==> src/rtl/trunc_cnt_pkg.sv <==
package trunc_cnt_pkg;
  localparam int NIB_W  = 4;
  localparam int STAGES = 2;
  localparam int CNT_W  = NIB_W * STAGES;

  typedef struct packed {
    logic step;      // ordinary decrement through the borrow chain
    logic loadWrap;  // zero reached: load wrap value
    logic loadJump;  // jump source reached: load jump target
  } cntStrobes_t;
endpackage

==> src/rtl/trunc_cnt_datapath.sv <==
module trunc_cnt_datapath
  import trunc_cnt_pkg::*;
#(
  parameter logic [CNT_W-1:0] RESET_V = 8'd31,
  parameter logic [CNT_W-1:0] WRAP_V  = 8'd31,
  parameter logic [CNT_W-1:0] JUMP_V  = 8'd11
) (
  input  logic              clk,
  input  logic              rstN,
  input  cntStrobes_t       strobes,
  output logic [CNT_W-1:0]  count,
  output logic [STAGES-1:0] tcFlags
);
  logic [STAGES:0] borrow;

  assign borrow[0] = strobes.step;

  for (genvar s = 0; s < STAGES; s++) begin : g_stage
    logic [NIB_W-1:0] nib;

    always_ff @(posedge clk or negedge rstN) begin
      if (!rstN) begin
        nib <= RESET_V[s*NIB_W +: NIB_W];
      end else if (strobes.loadWrap) begin
        nib <= WRAP_V[s*NIB_W +: NIB_W];
      end else if (strobes.loadJump) begin
        nib <= JUMP_V[s*NIB_W +: NIB_W];
      end else if (borrow[s]) begin
        nib <= nib - 1'b1;
      end
    end

    assign tcFlags[s]              = (nib == '0);
    assign borrow[s+1]             = borrow[s] & tcFlags[s];
    assign count[s*NIB_W +: NIB_W] = nib;
  end
endmodule

==> src/rtl/trunc_cnt_control.sv <==
module trunc_cnt_control
  import trunc_cnt_pkg::*;
#(
  parameter logic [CNT_W-1:0] JUMP_FROM = 8'd23
) (
  input  logic              cntEn,
  input  logic [CNT_W-1:0]  count,
  input  logic [STAGES-1:0] tcFlags,
  output cntStrobes_t       strobes
);
  logic atZero;
  logic atJump;

  assign atZero = &tcFlags;
  assign atJump = (count == JUMP_FROM);

  always_comb begin
    strobes.loadWrap = cntEn & atZero;
    strobes.loadJump = cntEn & ~atZero & atJump;
    strobes.step     = cntEn & ~atZero & ~atJump;
  end
endmodule

==> src/rtl/truncDownCounter.sv <==
module truncDownCounter
  import trunc_cnt_pkg::*;
#(
  parameter int RESET_VAL = 31,
  parameter int WRAP_VAL  = 31,
  parameter int JUMP_SRC  = 23,
  parameter int JUMP_DST  = 11
) (
  input  logic                           clk,
  input  logic                           rstN,
  input  logic                           cntEn,
  output logic [trunc_cnt_pkg::CNT_W-1:0]  count,
  output logic [trunc_cnt_pkg::STAGES-1:0] tcFlags
);
  localparam logic [CNT_W-1:0] RESET_V = CNT_W'(RESET_VAL);
  localparam logic [CNT_W-1:0] WRAP_V  = CNT_W'(WRAP_VAL);
  localparam logic [CNT_W-1:0] SRC_V   = CNT_W'(JUMP_SRC);
  localparam logic [CNT_W-1:0] DST_V   = CNT_W'(JUMP_DST);

  cntStrobes_t strobes;

  trunc_cnt_control #(.JUMP_FROM(SRC_V)) u_ctrl (
    .cntEn  (cntEn),
    .count  (count),
    .tcFlags(tcFlags),
    .strobes(strobes)
  );

  trunc_cnt_datapath #(.RESET_V(RESET_V), .WRAP_V(WRAP_V), .JUMP_V(DST_V)) u_dp (
    .clk    (clk),
    .rstN   (rstN),
    .strobes(strobes),
    .count  (count),
    .tcFlags(tcFlags)
  );
endmodule

==> config.mk <==
export PLATFORM = sky130hd
export DESIGN_NAME = truncDownCounter
export DESIGN_NICKNAME = d
export VERILOG_FILES = /design/src/rtl/trunc_cnt_pkg.sv /design/src/rtl/trunc_cnt_datapath.sv /design/src/rtl/trunc_cnt_control.sv /design/src/rtl/truncDownCounter.sv
export SDC_FILE = /design/constraint.sdc
export NUM_CORES = 1
export LEC_CHECK = 0
export ABC_AREA = 1
export ABC_CLOCK_PERIOD_IN_PS = 1350
export BUFFER_PORTS_ARGS = -buffer_cell sky130_fd_sc_hd__clkbuf_2
export CAP_MARGIN = 5
export CORE_UTILIZATION = 45
export DETAILED_ROUTE_END_ITERATION = 10
export PLACE_DENSITY = 0.71
export SLEW_MARGIN = 20
export SYNTH_ARGS = -nofsm -noshare
export SYNTH_HDL_FRONTEND = slang
export SYNTH_SLANG_ARGS = --single-unit
export TNS_END_PERCENT = 10
==> constraint.sdc <==
create_clock -name clk -period 1.35 [get_ports clk]
set_input_delay 0.135 -clock clk [delete_from_list [all_inputs] [get_ports clk]]
set_output_delay 0.135 -clock clk [all_outputs]
set_load 0.01 [all_outputs]
==> impl_metrics.env, run 1 <==
export IMPL_setup_viol=6
export IMPL_cts_buffer_depth=2
export IMPL_crit_required_ps=1220
export IMPL_antenna_diode_count=0
export IMPL_place_gp_congestion=0.747
export IMPL_ios=13
export IMPL_grt_start_max_net_pins=11
export IMPL_p_leak_nw=0.444
export IMPL_violations="negative setup slack"
export IMPL_cp_start_kind="flop"
export IMPL_fp_row_count=12
export IMPL_grt_pass1_wl_um=2050
export IMPL_synth_top_area_frac=0.223
export IMPL_hold_class="input port to flop"
export IMPL_die_y_um=38.2
export IMPL_wl_per_cell_um=11.1
export IMPL_yosysTopAreaCell="dfstp_2"
export IMPL_placed_area_um2=748
export IMPL_synth_area_um2=589
export IMPL_largestRegisters="u_dp.g_stage.nib: 8 flops"
export IMPL_fin_crit_ps=1450
export IMPL_dr_pass1_iters=4
export IMPL_cts_tree="built"
export IMPL_synth_area_per_cell_um2=8.07
export IMPL_r2r_start="u_dp.g_stage[1].nib[0]"
export IMPL_final_cells=112
export IMPL_p_total_w=0.00175
export IMPL_synthTopCellsByArea="dfstp_2 22%, nand2_1 14%, dfrtp_1 13%"
export IMPL_cts_htree_levels=1
export IMPL_grt_pass1_vias=484
export IMPL_clk_pin_slew_worst_paths_ps=60
export IMPL_ir_drop_mv=1.03
export IMPL_worstSkewPairLatency_ps=260
export IMPL_rsz0062_at_grt="true"
export IMPL_fin_ws_ps=-99.6
export IMPL_ant_nets=0
export IMPL_fin_crit_sh=1.07
export IMPL_core_area_um2=1160
export IMPL_crit_type="flop to primary output"
export IMPL_syn_inst=73
export IMPL_dp_hpwl_um=1010
export IMPL_cp_end_kind="primary output"
export IMPL_finalNetCount=106
export IMPL_skew_ps=10.3
export IMPL_ys_types=21
export IMPL_antenna_found_initial=0
export IMPL_clockRootBuffer="clkbuf_4"
export IMPL_dieArea_um2=1460
export IMPL_relSlewSlack=0.843
export IMPL_cts_buffers=3
export IMPL_regMostFlops="u_dp.g_stage.nib"
export IMPL_die_width_um=38.2
export IMPL_drive_gt1_frac=0.551
export IMPL_placed_cells=106
export IMPL_drt_vias_per_instance=4.67
export IMPL_drt_iter0_markers=13
export IMPL_grt_ovfl_total=0
export IMPL_hold_violations=0
export IMPL_tightestPinTransition_ps=235
export IMPL_start_util=0.510
export IMPL_via_count=523
export IMPL_finalWirelength_um=1240
export IMPL_syn_num_nets=80
export IMPL_ys_ff_latch=8
export IMPL_min_from="cntEn"
export IMPL_yosysSeqAreaShare=0.350
export IMPL_track_usage=0.215
export IMPL_io_buffers=12
export IMPL_slew_viol_final=0
export IMPL_largest_reg_flops=8
export IMPL_pre_cts_slack_ps=-77.2
export IMPL_startpoint="u_dp.g_stage[1].nib[0]"
export IMPL_arrival_ps=1310
export IMPL_ys_warn_count=0
export IMPL_crit_fanout=3
export IMPL_status="complete, but fails checks"
export IMPL_clock_sinks=8
export IMPL_p_per_area_nw_per_um2=2140
export IMPL_area_growth_pct=38.6
export IMPL_max_freq_ghz=0.690
export IMPL_drc_errors=0
export IMPL_postLayoutCoreUtil=0.707
export IMPL_cap_violations=0
export IMPL_finalInstanceArea_um2=817
[kinds of logic after synthesis]
logic type	after synthesis	synth area share
xor+xnor	2	0.0297
fa+ha+maj	4	0.0849
compound gates	3	0.0319
buf+inv	13	0.0955
flops	8	0.350
simple gates	43	0.408
[placed cells by master (no fill, tap or decap)]
cell           synthesis  layout
nand3_1                3       3
nor2_4                 3       4
inv_2                  3       8
nand2_4                2       4
dfrtp_1                3       3
clkbuf_4               0       3
xor2_1                 2       2
o21ai_1                2       2
clkbuf_1               0       1
ha_1                   4       2
buf_4                  0       8
nand2_1               22      19
ha_4                   0       2
inv_1                  9       4
nand4_1                1       1
dlygate4sd3_1          0       1
buf_6                  1       2
nand3_4                1       1
o21ai_2                1       1
nand3_2                1       1
and3_4                 1       1
or2_2                  1       1
dfstp_2                5       5
nor2_1                 6       6
clkbuf_2               0      11
nand2_2                1       2
[power by group]
part / internal, W / switching (W)
registers: 0.000395 / 0.000122
logic: 0.000474 / 0.000552
clock network: 0.000114 / 0.0000899
total: 0.000982 / 0.000764
[worst paths after layout]
check | endpoint | slack (ps) | cells past startpoint
worst min-delay path | u_dp.g_stage[0].nib[2] | 220 | 2
max in group asynchronous | u_dp.g_stage[0].nib[1] | 830 | 2
worst max-delay path | tcFlags[1] | -100 | 6
worst min register to register | u_dp.g_stage[1].nib[1] | 540 | 2
worst max register to register | u_dp.g_stage[0].nib[1] | -70 | 10
min in group asynchronous | u_dp.g_stage[1].nib[2] | 260 | 2
[stage by stage]
| stage | hold slack (ps) | setup TNS (ps) |
|---|---|---|
| 3_5_place_dp | -4.81 | -208 |
| 6_report | 216 | -318 |
| 2_1_floorplan | -161 | 0 |
| 3_3_place_gp | -6.00 | -103 |
| 4_1_cts | 202 | -398 |
| 5_1_grt | 232 | -937 |
[metal layers]
layer / routed length (um) / part of all wire / track usage
met4: 25 / 0.020 / 0.107
met2: 613 / 0.49 / 0.343
met1: 545 / 0.44 / 0.245
met3: 59 / 0.047 / 0.0872
met5: 0 / 0 / 0
[worst max-delay path, cell delays in order (launching register included)]
cell	delay (ps)
dfstp_2	550
inv_2	50
ha_4	150
inv_2	60
nor2_4	30
buf_6	100
buf_6	110
[final cells by class]
class	instances	area [um2]
Clock buffer	4	26.3
Fill cell	106	339
Inverter	12	45.0
Multi-Input combinational cell	52	374
Sequential cell	8	206
Tap cell	14	17.5
Timing Repair Buffer	22	148
[repair_timing]
action / CTS / global route
resized for setup: 5 / 3
buffers inserted: 1 / 0
pin swaps: 4 / 1
hold buffers: 1 / 0
endpoints found under the hold margin: 8 / 0
endpoints found under the setup margin: 7 / 9
[cell usage after synthesis]
master   number
o21ai_2       1
or2_2         1
xor2_1        2
o21ai_1       2
ha_1          4
nand2_4       2
nor2_1        6
nand3_4       1
nor2_4        3
dfstp_2       5
nand2_1      22
nand2_2       1
inv_1         9
nand3_2       1
inv_2         3
nor2_2        1
nand3_1       3
buf_6         1
and3_4        1
nand4_1       1
dfrtp_1       3
(Power assumes the default switching activity.)
==> run 2, diff against run 1 <==
--- a/config.mk
+++ b/config.mk
@@ -6,12 +6,13 @@
 export NUM_CORES = 1
 export LEC_CHECK = 0
 export ABC_AREA = 1
-export ABC_CLOCK_PERIOD_IN_PS = 1350
+export ABC_CLOCK_PERIOD_IN_PS = 1600
 export BUFFER_PORTS_ARGS = -buffer_cell sky130_fd_sc_hd__clkbuf_2
 export CAP_MARGIN = 5
-export CORE_UTILIZATION = 45
+export CORE_AREA = 2 2 39 41
 export DETAILED_ROUTE_END_ITERATION = 10
-export PLACE_DENSITY = 0.71
+export DIE_AREA = 0 0 41 43
+export PLACE_DENSITY = 0.67
 export SLEW_MARGIN = 20
 export SYNTH_ARGS = -nofsm -noshare
 export SYNTH_HDL_FRONTEND = slang
==> constraint.sdc (replaced) <==
create_clock -name clk -period 1.6 [get_ports clk]
set_input_delay 0.16 -clock clk [delete_from_list [all_inputs] [get_ports clk]]
set_output_delay 0.16 -clock clk [all_outputs]
set_load 0.01 [all_outputs]
==> impl_metrics.env, run 2 (same netlist as run 1, synthesis figures left out) <==
export IMPL_drt_iter0_markers=6
export IMPL_hold_class="input port to flop"
export IMPL_cp_end_kind="primary output"
export IMPL_ant_nets=0
export IMPL_core_area_um2=1380
export IMPL_antenna_diode_count=0
export IMPL_crit_required_ps=1440
export IMPL_via_count=481
export IMPL_postLayoutCoreUtil=0.504
export IMPL_place_gp_congestion=0.765
export IMPL_drt_vias_per_instance=4.58
export IMPL_slew_viol_final=0
export IMPL_relSlewSlack=0.845
export IMPL_r2r_start="u_dp.g_stage[0].nib[0]"
export IMPL_finalWirelength_um=1050
export IMPL_drc_errors=0
export IMPL_die_y_um=43
export IMPL_placed_cells=100
export IMPL_grt_pass1_vias=420
export IMPL_finalInstanceArea_um2=697
export IMPL_cts_buffer_depth=2
export IMPL_cts_buffers=3
export IMPL_final_cells=105
export IMPL_area_growth_pct=18.3
export IMPL_crit_fanout=4
export IMPL_p_per_area_nw_per_um2=1750
export IMPL_io_buffers=12
export IMPL_crit_type="flop to primary output"
export IMPL_die_width_um=41
export IMPL_postCtsSetupRepairBufs=0
export IMPL_reg2reg_slack_ps=160
export IMPL_skew_ps=2.72
export IMPL_arrival_ps=1340
export IMPL_dr_pass1_iters=4
export IMPL_tightestPinTransition_ps=232
export IMPL_hold_violations=0
export IMPL_fin_crit_sh=0.939
export IMPL_finalSetupTns_ps=0
export IMPL_dieArea_um2=1760
export IMPL_track_usage=0.157
export IMPL_clk_pin_slew_worst_paths_ps=60
export IMPL_worstSkewPairLatency_ps=260
export IMPL_cp_start_kind="flop"
export IMPL_p_leak_nw=0.380
export IMPL_largest_reg_flops=8
export IMPL_grt_pass1_wl_um=1790
export IMPL_status="finished, final reports clean"
export IMPL_max_freq_ghz=0.665
export IMPL_setup_viol=0
export IMPL_wl_per_cell_um=10.0
export IMPL_ios=13
export IMPL_min_from="cntEn"
export IMPL_layout_commonest_cell="nand2_1"
export IMPL_finalNetCount=97
export IMPL_hold_depth=2
export IMPL_largestRegisters="u_dp.g_stage.nib: 8 flops"
export IMPL_clock_sinks=8
export IMPL_fin_crit_ps=1500
export IMPL_regMostFlops="u_dp.g_stage.nib"
export IMPL_final_cell_mix="22 x nand2_1, 12 x clkbuf_2, 9 x inv_1, 6 x nor2_1, 5 x dfstp_2"
export IMPL_cts_htree_levels=1
export IMPL_placed_area_um2=658
export IMPL_hold_end="u_dp.g_stage[0].nib[2]"
export IMPL_dp_hpwl_um=864
export IMPL_worstRegToRegCells=9
export IMPL_clockRootBuffer="clkbuf_4"
export IMPL_grt_ovfl_total=0
export IMPL_rsz0062_at_grt="false"
export IMPL_cts_tree="built"
export IMPL_drive_gt1_frac=0.404
export IMPL_fp_row_count=14
export IMPL_grt_start_max_net_pins=11
export IMPL_ir_drop_mv=0.641
export IMPL_start_util=0.426
export IMPL_antenna_found_initial=0
export IMPL_cap_violations=0
export IMPL_p_total_w=0.00122
export IMPL_r2r_end="u_dp.g_stage[0].nib[1]"
==> run 2: cell types whose count changed in the layout (fill, tap and decap cells not counted), moves of 2 or more <==
cell and delta:
nand2_1 +3, ha_4 -2, inv_2 -5, buf_6 -2
buf_4 -8, nand2_4 -2, inv_1 +5
==> run 2: routing by layer <==
metal  wire length (um)  up-vias  global-route usage
met5                  0        -                   0
met4                 28        0               0.100
met3                 45        4              0.0471
met2                482       14               0.219
met1                494      209               0.201
li1                   -      254                   -
==> run 2: cell type report <==
type / instances / area, um2
Clock buffer: 4 / 26.3
Fill cell: 139 / 687
Inverter: 12 / 45.0
Multi-Input combinational cell: 52 / 329
Sequential cell: 8 / 206
Tap cell: 16 / 20.0
Timing Repair Buffer: 13 / 70.1
==> run 2: worst max-delay path, cell delays in order, from the launching register on <==
cell and delay [ps]:
dfstp_2 540, inv_1 80, ha_2 210, nand2_1 80, nor2_2 50, clkbuf_2 120
==> run 2: through the flow <==
stage,hold WS (ps),worst slack [ps]
final,248,97.1
after detailed placement,23.9,115
after floorplan,-136,136
after CTS,241,45.4
after global placement,22.9,135
after global routing,261,12.8
==> run 2: how the worst max path moves through the flow <==
stage | start | end | depth (start not counted)
2_1_floorplan | u_dp.g_stage[0].nib[0] | u_dp.g_stage[0].nib[1] | 9
3_5_place_dp | u_dp.g_stage[0].nib[0] | u_dp.g_stage[0].nib[1] | 9
6_report | u_dp.g_stage[0].nib[0] | tcFlags[0] | 5
4_1_cts | u_dp.g_stage[0].nib[0] | tcFlags[0] | 5
3_3_place_gp | u_dp.g_stage[0].nib[0] | u_dp.g_stage[0].nib[1] | 9
5_1_grt | u_dp.g_stage[1].nib[0] | tcFlags[1] | 5
==> run 2: power by group <==
group          internal (W)  leakage (nW)  switching (W)
clock network     0.0000960        0.0150      0.0000781
logic              0.000243         0.275       0.000373
registers          0.000333        0.0896      0.0000968
total              0.000672         0.380       0.000548
==> run 2: timing repair <==
| action | 4_1_cts | 5_1_grt |
|---|---|---|
| hold endpoints to repair | 8 | 0 |
| gates resized for setup | 0 | 1 |
| setup endpoints to repair | 0 | 1 |
| hold buffers | 1 | 0 |
==> run 3, diff against run 2 <==
--- a/config.mk
+++ b/config.mk
@@ -6,13 +6,12 @@
 export NUM_CORES = 1
 export LEC_CHECK = 0
 export ABC_AREA = 1
-export ABC_CLOCK_PERIOD_IN_PS = 1600
 export BUFFER_PORTS_ARGS = -buffer_cell sky130_fd_sc_hd__clkbuf_2
 export CAP_MARGIN = 5
-export CORE_AREA = 2 2 39 41
+export CORE_AREA = 5 5 42 44
 export DETAILED_ROUTE_END_ITERATION = 10
-export DIE_AREA = 0 0 41 43
-export PLACE_DENSITY = 0.67
+export DIE_AREA = 0 0 47 49
+export PLACE_DENSITY = 0.76
 export SLEW_MARGIN = 20
 export SYNTH_ARGS = -nofsm -noshare
 export SYNTH_HDL_FRONTEND = slang
==> impl_metrics.env, run 3 (same netlist as run 1, synthesis figures left out) <==
export IMPL_regMostFlops="u_dp.g_stage.nib"
export IMPL_drive_gt1_frac=0.404
export IMPL_ir_drop_mv=0.752
export IMPL_cts_tree="built"
export IMPL_crit_required_ps=1440
export IMPL_final_cells=105
export IMPL_core_area_um2=1400
export IMPL_slew_viol_final=0
export IMPL_reg2reg_slack_ps=150
export IMPL_slowest_stage="dfstp_2"
export IMPL_grt_start_max_net_pins=11
export IMPL_die_width_um=47
export IMPL_arrival_ps=1350
export IMPL_hold_class="input port to flop"
export IMPL_filler_cell_count=150
export IMPL_cts_buffers=3
export IMPL_layout_commonest_cell="nand2_1"
export IMPL_grt_ovfl_total=0
export IMPL_area_growth_pct=18.3
export IMPL_fin_ws_ps=85.2
export IMPL_crit_fanout=4
export IMPL_antenna_diode_count=0
export IMPL_grt_pass1_wl_um=2050
export IMPL_postCtsSetupRepairBufs=0
export IMPL_cp_end_kind="primary output"
export IMPL_p_leak_nw=0.380
export IMPL_dp_hpwl_um=911
export IMPL_track_usage=0.127
export IMPL_die_y_um=49
export IMPL_wl_per_cell_um=11.1
export IMPL_dieArea_um2=2300
export IMPL_status="finished, final reports clean"
export IMPL_hold_end="u_dp.g_stage[0].nib[2]"
export IMPL_drt_vias_per_instance=4.71
export IMPL_fin_crit_sh=0.947
export IMPL_hold_violations=0
export IMPL_r2r_start="u_dp.g_stage[0].nib[0]"
export IMPL_fin_crit_ps=1510
export IMPL_r2r_end="u_dp.g_stage[0].nib[1]"
export IMPL_cp_start_kind="flop"
export IMPL_crit_chain="inv_2, ha_1, inv_1, nor2_4, clkbuf_2"
export IMPL_grt_pass1_vias=461
export IMPL_largest_reg_flops=8
export IMPL_clk_pin_slew_worst_paths_ps=70
export IMPL_pre_cts_slack_ps=118
export IMPL_clockRootBuffer="clkbuf_4"
export IMPL_path_buf_inv=3
export IMPL_drt_iter0_markers=3
export IMPL_drc_errors=0
export IMPL_final_cell_mix="22 x nand2_1, 12 x clkbuf_2, 9 x inv_1, 6 x nor2_1, 5 x dfstp_2"
export IMPL_placed_cells=100
export IMPL_io_buffers=12
export IMPL_ant_nets=0
export IMPL_ios=13
export IMPL_finalNetCount=97
export IMPL_whs_ps=226
export IMPL_worstSkewPairLatency_ps=270
export IMPL_place_gp_congestion=0.782
export IMPL_hold_depth=2
export IMPL_tightestPinTransition_ps=229
export IMPL_via_count=495
export IMPL_min_from="cntEn"
export IMPL_max_freq_ghz=0.660
export IMPL_finalWirelength_um=1160
export IMPL_cts_buffer_depth=2
export IMPL_postLayoutCoreUtil=0.497
export IMPL_setup_viol=0
export IMPL_finalSetupTns_ps=0
export IMPL_antenna_found_initial=0
export IMPL_cpLargestDelayFamily="flip-flops"
export IMPL_worstRegToRegCells=9
export IMPL_p_per_area_nw_per_um2=1770
export IMPL_crit_type="flop to primary output"
export IMPL_cts_htree_levels=1
export IMPL_relSlewSlack=0.847
export IMPL_clock_sinks=8
export IMPL_rsz0062_at_grt="false"
export IMPL_largestRegisters="u_dp.g_stage.nib: 8 flops"
export IMPL_start_util=0.421
export IMPL_slowest_delay_ps=550
export IMPL_skew_ps=14.3
export IMPL_cap_violations=0
export IMPL_dr_pass1_iters=4
export IMPL_fp_row_count=14
==> run 3: cell counts in the layout (fill, tap and decap cells not counted) <==
No cell type changed its count.
==> run 3: routing by layer <==
metal,GRT usage,vias up,share of wire
met5,0,-,0
met4,0.0829,0,0.032
met3,0.0406,6,0.069
met2,0.172,14,0.45
met1,0.167,216,0.44
li1,-,259,-
==> run 3: worst max-delay path by stage <==
stage | end | cells after the start | slack [ps] | start
after floorplan | u_dp.g_stage[0].nib[1] | 9 | 140 | u_dp.g_stage[0].nib[0]
after global placement | u_dp.g_stage[0].nib[1] | 9 | 150 | u_dp.g_stage[0].nib[0]
after detailed placement | u_dp.g_stage[0].nib[1] | 9 | 120 | u_dp.g_stage[0].nib[0]
after CTS | tcFlags[0] | 5 | 30 | u_dp.g_stage[0].nib[0]
after global routing | tcFlags[1] | 5 | 3 | u_dp.g_stage[1].nib[0]
final | tcFlags[1] | 5 | 90 | u_dp.g_stage[1].nib[0]
==> run 3: timing repair <==
| action | CTS | global route |
|---|---|---|
| hold buffers | 1 | 0 |
| hold endpoints to repair | 8 | 0 |
| resized for setup | 0 | 1 |
| setup endpoints to repair | 0 | 1 |
==> run 3: where the power goes <==
group / switching [W] / total, W / internal (W)
clock network: 0.0000849 / 0.000181 / 0.0000962
registers: 0.0000992 / 0.000432 / 0.000333
logic: 0.000378 / 0.000621 / 0.000244
total: 0.000562 / 0.00123 / 0.000673
==> run 3: area by class of cell <==
| cell class | count | area [um2] | share of cell area |
|---|---|---|---|
| inverters | 12 | 45.0 | 0.0646 |
| flip-flops and latches | 8 | 206 | 0.296 |
| clock buffers | 4 | 26.3 | 0.0377 |
| well taps | 16 | 20.0 | 0.0287 |
| repair buffers | 13 | 70.1 | 0.101 |
| multi-input cells | 52 | 329 | 0.472 |
==> run 3: metrics by stage <==
| stage | area [um2] | total power [W] |
|---|---|---|
| after floorplan | 589 | 0.000876 |
| after global placement | 658 | 0.00104 |
| after detailed placement | 658 | 0.00106 |
| after CTS | 694 | 0.00125 |
| after global routing | 697 | 0.00137 |
| final | 697 | 0.00123 |
==> run 3: worst register-to-register path, cell delays in order (launching register included) <==
cell and delay [ps]:
dfstp_2 540, inv_1 90, ha_2 210, nand2_1 80, nor2_2 50, nand2_2 100, and3_4 190, nand2_1 50
nand2_1 50, inv_1 30
